[config.mk]
export PLATFORM = sky130hd
export DESIGN_NAME = adc_seq_ctrl
export DESIGN_NICKNAME = d
export VERILOG_FILES = /design/src/rtl/adc_seq_pkg.sv /design/src/rtl/adc_conv_timer.sv /design/src/rtl/adc_sel_shadow.sv /design/src/rtl/adc_result_latch.sv /design/src/rtl/adc_seq_ctrl.sv
export SDC_FILE = /design/constraint.sdc
export NUM_CORES = 1
export LEC_CHECK = 0
export ABC_AREA = 1
export BUFFER_PORTS_ARGS = -buffer_cell sky130_fd_sc_hd__buf_2
export CELL_PAD_IN_SITES_DETAIL_PLACEMENT = 1
export CELL_PAD_IN_SITES_GLOBAL_PLACEMENT = 1
export CORE_MARGIN = 2
export CORE_UTILIZATION = 35
export CTS_BUF_LIST = sky130_fd_sc_hd__clkbuf_2
export DETAILED_ROUTE_END_ITERATION = 7
export PLACE_DENSITY_LB_ADDON = 0.1
export SYNTH_ARGS = -nofsm -noshare
export SYNTH_HDL_FRONTEND = slang
export SYNTH_SLANG_ARGS = --single-unit
export TNS_END_PERCENT = 20
[constraint.sdc]
create_clock -name clk -period 1.8 [get_ports clk]
set_input_delay 0.09 -clock clk [delete_from_list [all_inputs] [get_ports clk]]
set_output_delay 0.09 -clock clk [all_outputs]
set_load 0.005 [all_outputs]
[src/rtl/adc_seq_pkg.sv]
package adc_seq_pkg;

  // Completion happens on the rising tick that enters the last cycle,
  // i.e. when the running cycle index equals total length minus one.
  function automatic int unsigned last_index(input logic ext,
                                             input int unsigned norm_len,
                                             input int unsigned ext_len);
    return ext ? (ext_len - 1) : (norm_len - 1);
  endfunction

  // Cycle whose falling half-period carries the sample-and-hold strobe.
  function automatic int unsigned sh_index(input logic ext,
                                           input int unsigned sh_norm,
                                           input int unsigned sh_ext);
    return ext ? sh_ext : sh_norm;
  endfunction

  // Right-aligned split of a converter value into a byte pair.
  function automatic logic [15:0] split_bytes(input logic [15:0] value);
    return value;
  endfunction

endpackage

[src/rtl/adc_conv_timer.sv]
module adc_conv_timer
  import adc_seq_pkg::*;
#(
  parameter int unsigned NORM_CYC = 13,
  parameter int unsigned EXT_CYC  = 25,
  parameter int unsigned SH_NORM  = 2,
  parameter int unsigned SH_EXT   = 14,
  parameter int unsigned CNT_W    = $clog2(EXT_CYC + 1)
) (
  input  logic clk,
  input  logic rst_n,
  input  logic tick_rise,
  input  logic tick_fall,
  input  logic ctrl_we,
  input  logic ctrl_en,
  input  logic ctrl_start,
  input  logic ctrl_free,
  output logic busy_q,
  output logic pending_q,
  output logic ev_start,
  output logic ev_done,
  output logic sh_strobe
);

  logic             en_q;
  logic             free_q;
  logic             first_q;
  logic             ext_q;
  logic [CNT_W-1:0] cnt_q;
  logic [CNT_W-1:0] last_cnt;
  logic [CNT_W-1:0] sh_cnt;
  logic             wr_abort;
  logic             wr_go;
  logic             sh_hit;

  assign last_cnt = CNT_W'(last_index(ext_q, NORM_CYC, EXT_CYC));
  assign sh_cnt   = CNT_W'(sh_index(ext_q, SH_NORM, SH_EXT));

  assign wr_abort = ctrl_we & ~ctrl_en;
  assign wr_go    = ctrl_we & ctrl_en & ctrl_start & ~busy_q & ~pending_q;
  assign ev_start = tick_rise & pending_q & en_q & ~wr_abort;
  assign ev_done  = tick_rise & busy_q & (cnt_q == last_cnt) & ~wr_abort;
  assign sh_hit   = tick_fall & busy_q & (cnt_q == sh_cnt) & ~wr_abort;

  always_ff @(posedge clk or negedge rst_n) begin
    if (!rst_n) begin
      en_q      <= 1'b0;
      free_q    <= 1'b0;
      first_q   <= 1'b1;
      ext_q     <= 1'b0;
      busy_q    <= 1'b0;
      pending_q <= 1'b0;
      cnt_q     <= '0;
      sh_strobe <= 1'b0;
    end else begin
      sh_strobe <= sh_hit;
      if (ctrl_we) begin
        en_q   <= ctrl_en;
        free_q <= ctrl_free;
      end
      if (wr_abort) begin
        busy_q    <= 1'b0;
        pending_q <= 1'b0;
        cnt_q     <= '0;
        first_q   <= 1'b1;
      end else begin
        if (wr_go) pending_q <= 1'b1;
        if (ev_start) begin
          pending_q <= 1'b0;
          busy_q    <= 1'b1;
          cnt_q     <= CNT_W'(1);
          ext_q     <= first_q;
          first_q   <= 1'b0;
        end else if (ev_done) begin
          busy_q    <= 1'b0;
          cnt_q     <= '0;
          pending_q <= free_q;
        end else if (tick_rise && busy_q) begin
          cnt_q <= cnt_q + CNT_W'(1);
        end
      end
    end
  end

endmodule

[src/rtl/adc_sel_shadow.sv]
module adc_sel_shadow #(
  parameter int unsigned SEL_W = 6
) (
  input  logic             clk,
  input  logic             rst_n,
  input  logic             tick_rise,
  input  logic             busy_q,
  input  logic             ev_done,
  input  logic             sel_we,
  input  logic [SEL_W-1:0] sel_wdata,
  output logic [SEL_W-1:0] sel_shadow,
  output logic [SEL_W-1:0] sel_active
);

  logic track_now;

  // Active copy follows the shadow when idle or in the completion cycle.
  assign track_now = tick_rise & (~busy_q | ev_done);

  always_ff @(posedge clk or negedge rst_n) begin
    if (!rst_n) begin
      sel_shadow <= '0;
      sel_active <= '0;
    end else begin
      if (sel_we)    sel_shadow <= sel_wdata;
      if (track_now) sel_active <= sel_shadow;
    end
  end

endmodule

[src/rtl/adc_result_latch.sv]
module adc_result_latch
  import adc_seq_pkg::*;
#(
  parameter int unsigned RES_W = 10
) (
  input  logic             clk,
  input  logic             rst_n,
  input  logic             ev_done,
  input  logic             clr_req,
  input  logic [RES_W-1:0] conv_value,
  output logic             done_flag,
  output logic [7:0]       res_hi,
  output logic [7:0]       res_lo
);

  logic [15:0] wide;
  logic [15:0] pair;

  assign wide = 16'(conv_value);
  assign pair = split_bytes(wide);

  always_ff @(posedge clk or negedge rst_n) begin
    if (!rst_n) begin
      done_flag <= 1'b0;
      res_hi    <= '0;
      res_lo    <= '0;
    end else begin
      if (ev_done) begin
        done_flag <= 1'b1;
        res_hi    <= pair[15:8];
        res_lo    <= pair[7:0];
      end else if (clr_req) begin
        done_flag <= 1'b0;
      end
    end
  end

endmodule

[src/rtl/adc_seq_ctrl.sv]
module adc_seq_ctrl #(
  parameter int unsigned CH_W     = 4,
  parameter int unsigned REF_W    = 2,
  parameter int unsigned RES_W    = 10,
  parameter int unsigned NORM_CYC = 13,
  parameter int unsigned EXT_CYC  = 25,
  parameter int unsigned SH_NORM  = 2,
  parameter int unsigned SH_EXT   = 14,
  parameter int unsigned SEL_W    = CH_W + REF_W
) (
  input  logic             clk,
  input  logic             rst_n,
  input  logic             tick_rise,
  input  logic             tick_fall,
  input  logic             sel_we,
  input  logic [SEL_W-1:0] sel_wdata,
  input  logic             ctrl_we,
  input  logic             ctrl_en,
  input  logic             ctrl_start,
  input  logic             ctrl_free,
  input  logic             ctrl_clr,
  input  logic [RES_W-1:0] conv_value,
  output logic [SEL_W-1:0] sel_shadow,
  output logic [SEL_W-1:0] sel_active,
  output logic             sh_strobe,
  output logic             busy,
  output logic             start_pend,
  output logic             done_flag,
  output logic [7:0]       res_hi,
  output logic [7:0]       res_lo
);

  localparam int unsigned CNT_W = $clog2(EXT_CYC + 1);

  logic busy_q;
  logic pending_q;
  logic ev_start;
  logic ev_done;
  logic clr_req;

  assign clr_req    = ctrl_we & ctrl_clr;
  assign busy       = busy_q;
  assign start_pend = busy_q | pending_q;

  adc_conv_timer #(
    .NORM_CYC(NORM_CYC), .EXT_CYC(EXT_CYC),
    .SH_NORM(SH_NORM), .SH_EXT(SH_EXT), .CNT_W(CNT_W)
  ) u_timer (
    .clk(clk), .rst_n(rst_n), .tick_rise(tick_rise), .tick_fall(tick_fall),
    .ctrl_we(ctrl_we), .ctrl_en(ctrl_en), .ctrl_start(ctrl_start),
    .ctrl_free(ctrl_free), .busy_q(busy_q), .pending_q(pending_q),
    .ev_start(ev_start), .ev_done(ev_done), .sh_strobe(sh_strobe)
  );

  adc_sel_shadow #(.SEL_W(SEL_W)) u_sel (
    .clk(clk), .rst_n(rst_n), .tick_rise(tick_rise), .busy_q(busy_q),
    .ev_done(ev_done), .sel_we(sel_we), .sel_wdata(sel_wdata),
    .sel_shadow(sel_shadow), .sel_active(sel_active)
  );

  adc_result_latch #(.RES_W(RES_W)) u_res (
    .clk(clk), .rst_n(rst_n), .ev_done(ev_done), .clr_req(clr_req),
    .conv_value(conv_value), .done_flag(done_flag),
    .res_hi(res_hi), .res_lo(res_lo)
  );

endmodule

==> results of run 1 <==
cell type report:
type	instances	area [sq um]
inverter	22	83.8
sequential	35	877
tap	52	65.1
clock buffer	6	30.0
fill	554	2040
multi-input combinational	124	602
timing repair buffer	89	631
clock inverter	2	60.1
per-stage QoR:
| step | hold WS, ns | utilization, % | instances | worst slack (ns) |
|---|---|---|---|---|
| final | 0.0448 | 53.6 | 330 | 0.118 |
| after global placement | 0.217 | 43.3 | 286 | 0.299 |
| after floorplan | -0.206 | - | 190 | 0.428 |
| after CTS | 0.00271 | 53.6 | 330 | 0.188 |
| after detailed placement | 0.222 | 43.3 | 286 | 0.232 |
| after global routing | 0.0437 | 53.6 | 330 | 0.0558 |
cell families after synthesis:
family                   Yosys count  share of synthesized area [%]
AO/OA/AOI/OAI                     21                           8.09
adder cells (fa/ha/maj)            3                           2.33
buffers and inverters             31                           9.25
AND/OR/NAND/NOR                   93                           25.0
flip-flops                        35                           54.5
XOR/XNOR                           1                          0.544
other                              1                          0.233
power by group through the flow:
stage / Sequential [mW] / Clock, mW / Combinational (mW)
floorplan: 0.966 / 0 / 0.228
global placement: 0.970 / 0 / 0.376
detailed placement: 0.974 / 0 / 0.386
CTS: 0.959 / 0.673 / 0.459
global route: 0.973 / 0.700 / 0.512
finish: 0.958 / 0.654 / 0.453
per-layer routing:
| layer | vias to the layer above | track usage [%] | share of wire (%) |
|---|---|---|---|
| li1 | 743 | - | - |
| met2 | 33 | 30.6 | 50 |
| met1 | 676 | 20.6 | 45 |
| met4 | 0 | 4.40 | 1.1 |
| met3 | 7 | 5.34 | 3.9 |
| met5 | - | 0 | 0 |
worst max-delay path by stage:
stage	from	to
after detailed placement	u_timer.cnt_q[0]	u_sel.sel_active[0]
after global placement	u_timer.cnt_q[0]	u_sel.sel_active[5]
after CTS	ctrl_en	u_timer.en_q
after global routing	u_timer.cnt_q[0]	u_sel.sel_active[5]
after floorplan	u_timer.cnt_q[0]	u_sel.sel_active[1]
final	ctrl_free	u_timer.free_q
placed cells by master, fill, tap and decap left out:
cell	netlist	final
a21oi_1	2	2
bufinv_16	0	2
clkinv_2	1	1
o21ai_0	12	12
nand3_1	6	6
buf_2	1	51
o21ai_2	6	6
ha_1	3	3
dfrtp_1	34	34
clkinv_1	1	1
buf_4	6	2
clkbuf_2	0	6
nor2_1	5	5
nor3_1	2	2
inv_2	1	1
nor3b_1	1	1
nor2_2	1	1
inv_1	19	19
nand2_2	8	8
nand2_1	67	67
a211oi_1	1	1
dlygate4sd3_1	0	36
conb_1	1	6
dfstp_2	1	1
nor2_4	1	1
nand4_1	1	1
xor2_1	1	1
nand2_4	1	1
flip-flops by register name (all words and copies together) (netlist names):
signal and flops:
u_timer.first_q 1, u_timer.sh_strobe 1, u_timer.pending_q 1, u_timer.ext_q 1
u_sel.sel_shadow 6, u_res.res_lo 8, u_timer.free_q 1, u_res.res_hi 2
u_sel.sel_active 6, u_timer.cnt_q 5, u_timer.en_q 1, u_res.done_flag 1
u_timer.busy_q 1
==> flow_summary.yaml, run 1 <==
run_status:
  status: "completed"
clocking:
  cts_hold_buf: 36
  cts_buffers: 5
  post_cts_buffers: 0
  h-tree-depth: 2
  clockRootBuffer: "clkbuf_2"
  cts-resized-gates: 0
  clockBufferDepth: 2
  cts.sinks: 35
  clk_latency_ns: 0.39
  cts_tree: "done"
  clkTransAtPathRegs_ns: 0.19
floorplanning:
  core-area_sq_um: 4380
  fp-row-count: 24
  ios: 58
  initial_core_util_pct: 36.7
  dieHeight_microns: 71.8
  die_w_microns: 71.8
  die-area_sq_um: 5160
yosys:
  syn_area_sq_um: 1610
  synthCells: 185
  ys_types: 27
  synthFlopType: "dfrtp_1"
  synth-seq-cells: 35
  ys_top_cells_by_count: "nand2_1, dfrtp_1, inv_1"
  synth.most_common_cell: "nand2_1"
  yosysTopAreaCellShare_pct: 52.9
  synth_area_leaders: "dfrtp_1, nand2_1, inv_1"
  yosys_warnings: 0
  asyncSetResetFlopFracSynth_pct: 100
  synth_seq_area_share_pct: 54.5
  synth_top_cell_by_area: "dfrtp_1"
  avgSynthCellArea_sq_um: 8.70
  synth-edff-count: 0
layout:
  fin_area_sq_um: 2350
  nNetsFinal: 306
  drive_above_1_share_pct: 29.1
  syn2layout_area_growth_pct: 46.0
  diodes: 0
grt:
  antenna_found_initial: 0
  grt_use_total_pct: 17.3
  grt_pass1_vias: 1492
  grt_pass1_wl_microns: 6890
  grt_overflow: 0
  grt_max_degree: 36
critical_path:
  path_buf_inv: 4
  crit_path_max_incr_delay_ns: 0.55
  cp_num_cells: 6
  critPathArrivalTime_ns: 1.97
  critical_path.max_fanout: 1
  critical_path_class: "in -> reg"
  reg2reg_setup_slack_ns: 0.24
  cpMostUsedCell: "dlygate4sd3_1"
  critPathCaptureType: "register"
  r2r_cells: 9
  cp-start-kind: "primary input"
  r2r_start: "u_timer.cnt_q[0]"
  cp_cell_sequence: "dlygate4sd3_1 -> buf_2 -> nand2_1 -> dlygate4sd3_1 -> nand2_1 -> dlygate4sd3_1"
  worst-endpoint-required_ns: 2.09
  cp_top_family: "buffers and inverters"
  r2r_end: "u_sel.sel_active[5]"
  cpMaxStageDelayCell: "dlygate4sd3_1"
routing:
  wl_per_cell_microns: 12.7
  drt_iter0_markers: 34
  firstDrtPassIters: 3
  routed_wl_microns: 4190
  vias: 1459
  post-route-drc-count: 0
  antenna_left: 0
  via_per_inst: 4.42
sta:
  period_needed_ns: 1.68
  period_share_pct: 93.4
  finalSetupViolCount: 0
  tightest_slew_ns: 0.781
  rsz0062_at_grt: "false"
  drv_slew: 0
  skew_ns: 0.0120
  hold_viol_final: 0
  max_freq_ghz: 0.595
  setup-tns-final_ns: 0
  max_slew_margin_pct: 47.9
power:
  power.internal_mw: 1.48
  p_switching_uw: 585
  p_per_area_nw_per_um2: 879
  p_leak_nw: 1.29
  switching_share_pct: 28.3
  comb_power_share_pct: 21.9
  clkPwrFrac_pct: 31.7
  p_seq_share_pct: 46.4
  finalPower_mw: 2.07
  irDropWorstVdd_mv: 0.414
place:
  gp_congestion: 0.799
  dp_hpwl_microns: 2690
  portBuffers: 51
  dpl-instance-area_sq_um: 1900
worst_hold_path:
  hold-path-cell-count: 2
  hp-class: "in -> reg"
  min_from: "sel_we"
  min_to: "u_sel.sel_shadow[1]"
run:
  max_cap_viol_count: 0
Note: power is estimated with default switching activity, not from simulation.
==> inputs of run 2 (changes only) <==
Settings changed: PLACE_DENSITY set to 0.88, PLACE_DENSITY_LB_ADDON 0.1 to unset.
Clock period 1.8 ns to 1.7 ns, I/O delays scaled along.
==> run 2 against run 1 <==
Effect of this change:
- utilization decreased by 0.88 points
- combinational power increased by 10%
- worst setup slack got worse by 0.10 ns
==> flow_summary.yaml, run 2 (synthesis gave the netlist of run 1 again) <==
routing:
  firstDrtPassIters: 6
  wl_per_cell_microns: 14.2
  vias: 1523
  antenna_left: 0
  via_per_inst: 4.64
  routed_wl_microns: 4650
  post-route-drc-count: 0
  drt_iter0_markers: 108
power:
  p_seq_share_pct: 49.5
  switching_share_pct: 31.3
  finalPower_mw: 2.05
  comb_power_share_pct: 24.4
  p_per_area_nw_per_um2: 887
  clkPwrFrac_pct: 26.2
  p_leak_nw: 1.29
  p_switching_uw: 641
  irDropWorstVdd_mv: 0.401
  power.internal_mw: 1.41
clocking:
  h-tree-depth: 2
  clockBufferDepth: 2
  clockRootBuffer: "clkbuf_2"
  clk_latency_ns: 0.39
  cts_buffers: 5
  post_cts_buffers: 0
  cts.sinks: 35
  cts_tree: "done"
  clkTransAtPathRegs_ns: 0.18
critical_path:
  reg2reg_setup_slack_ns: 0.16
  r2r_start: "u_timer.cnt_q[0]"
  r2r_cells: 8
  r2r_end: "u_timer.pending_q"
  critPathCaptureType: "register"
  cp-start-kind: "primary input"
  worst-endpoint-required_ns: 1.99
  cp-endpoint: "u_sel.sel_shadow[2]"
  critical_path.max_fanout: 1
  startpoint: "sel_wdata[2]"
  critical_path_class: "in -> reg"
  critPathArrivalTime_ns: 1.98
layout:
  most-common-layout-cells: "nand2_1, buf_2, dfrtp_1"
  largest_reg_flops: 8
  diodes: 0
  drive_above_1_share_pct: 29.0
  final_common_cell: "nand2_1"
  nNetsFinal: 304
  top_register: "u_res.res_lo"
  fin_area_sq_um: 2310
  largestRegisters: "u_res.res_lo x8, u_sel.sel_active x6, u_sel.sel_shadow x6"
  syn2layout_area_growth_pct: 43.5
floorplanning:
  fp-row-count: 24
  ios: 58
  dieHeight_microns: 71.8
  die_w_microns: 71.8
  core-area_sq_um: 4380
  initial_core_util_pct: 36.7
  die-area_sq_um: 5160
grt:
  grt_pass1_vias: 1700
  grt_max_degree: 36
  grt_use_total_pct: 20.1
  grt_pass1_wl_microns: 7930
  grt_overflow: 0
  antenna_found_initial: 0
run_status:
  status: "completed"
sta:
  tightest_slew_ns: 0.790
  max_freq_ghz: 0.594
  layout_setup_ws_ns: 0.0172
  drv_slew: 0
  skew_ns: 0.0165
  setup-tns-final_ns: 0
  period_needed_ns: 1.68
  period_share_pct: 99.0
  hold_viol_final: 0
  rsz0062_at_grt: "true"
  finalSetupViolCount: 0
  max_slew_margin_pct: 47.4
place:
  portBuffers: 51
  dp_hpwl_microns: 2980
  gp_congestion: 0.755
  dp_slack_ns: 0.121
  dpl-instance-area_sq_um: 1900
worst_hold_path:
  hp-class: "in -> reg"
run:
  max_cap_viol_count: 0
## run 2: how the worst min path moves through the flow
stage | startpoint | end | cells past startpoint
final | sel_we | u_sel.sel_shadow[5] | 3
after global routing | tick_rise | u_sel.sel_active[0] | 3
after CTS | sel_we | u_sel.sel_shadow[5] | 3
after detailed placement | rst_n | u_timer.en_q | 1
after global placement | rst_n | u_timer.en_q | 1
after floorplan | rst_n | u_res.done_flag | 0
## run 2: repair_timing
item / 4_1_cts / 5_1_grt
hold buffers: 35 / 0
setup endpoints to repair: 0 / 10
resized for setup: 0 / 2
hold endpoints to repair: 54 / 0
## run 2: routing by layer
metal / up-vias / wire [microns] / GRT usage [%]
li1: 735 / - / -
met4: 0 / 123 / 6.71
met5: - / 0 / 0
met1: 734 / 1880 / 23.3
met3: 13 / 183 / 4.92
met2: 41 / 2470 / 36.2
## run 2: stage by stage
step                utilization [%]  hold WS (ns)  instances
CTS                            52.7        0.0202        329
global placement               43.3         0.211        286
finish                         52.7        0.0385        328
floorplan                         -        -0.211        190
detailed placement             43.3         0.218        286
global route                   52.7        0.0671        328
## run 2: area by class of cell
class	count	area (sq um)
timing repair buffer	87	613
multi-input combinational	124	607
fill	529	2070
sequential	35	877
clock inverter	3	38.8
inverter	22	83.8
clock buffer	5	25.0
tap	52	65.1
## run 2: worst max-delay path, stage by stage
cell and delay (ns):
dlygate4sd3_1 0.56, buf_2 0.13, nand2_1 0.05, dlygate4sd3_1 0.53
o21ai_0 0.07, dlygate4sd3_1 0.55
## run 2: power groups by stage
stage	combinational (mW)	clock (mW)	sequential [mW]
final	0.499	0.536	1.01
after global routing	0.567	0.588	1.03
after floorplan	0.241	0	1.02
after CTS	0.495	0.549	1.01
after detailed placement	0.424	0	1.03
after global placement	0.393	0	1.02
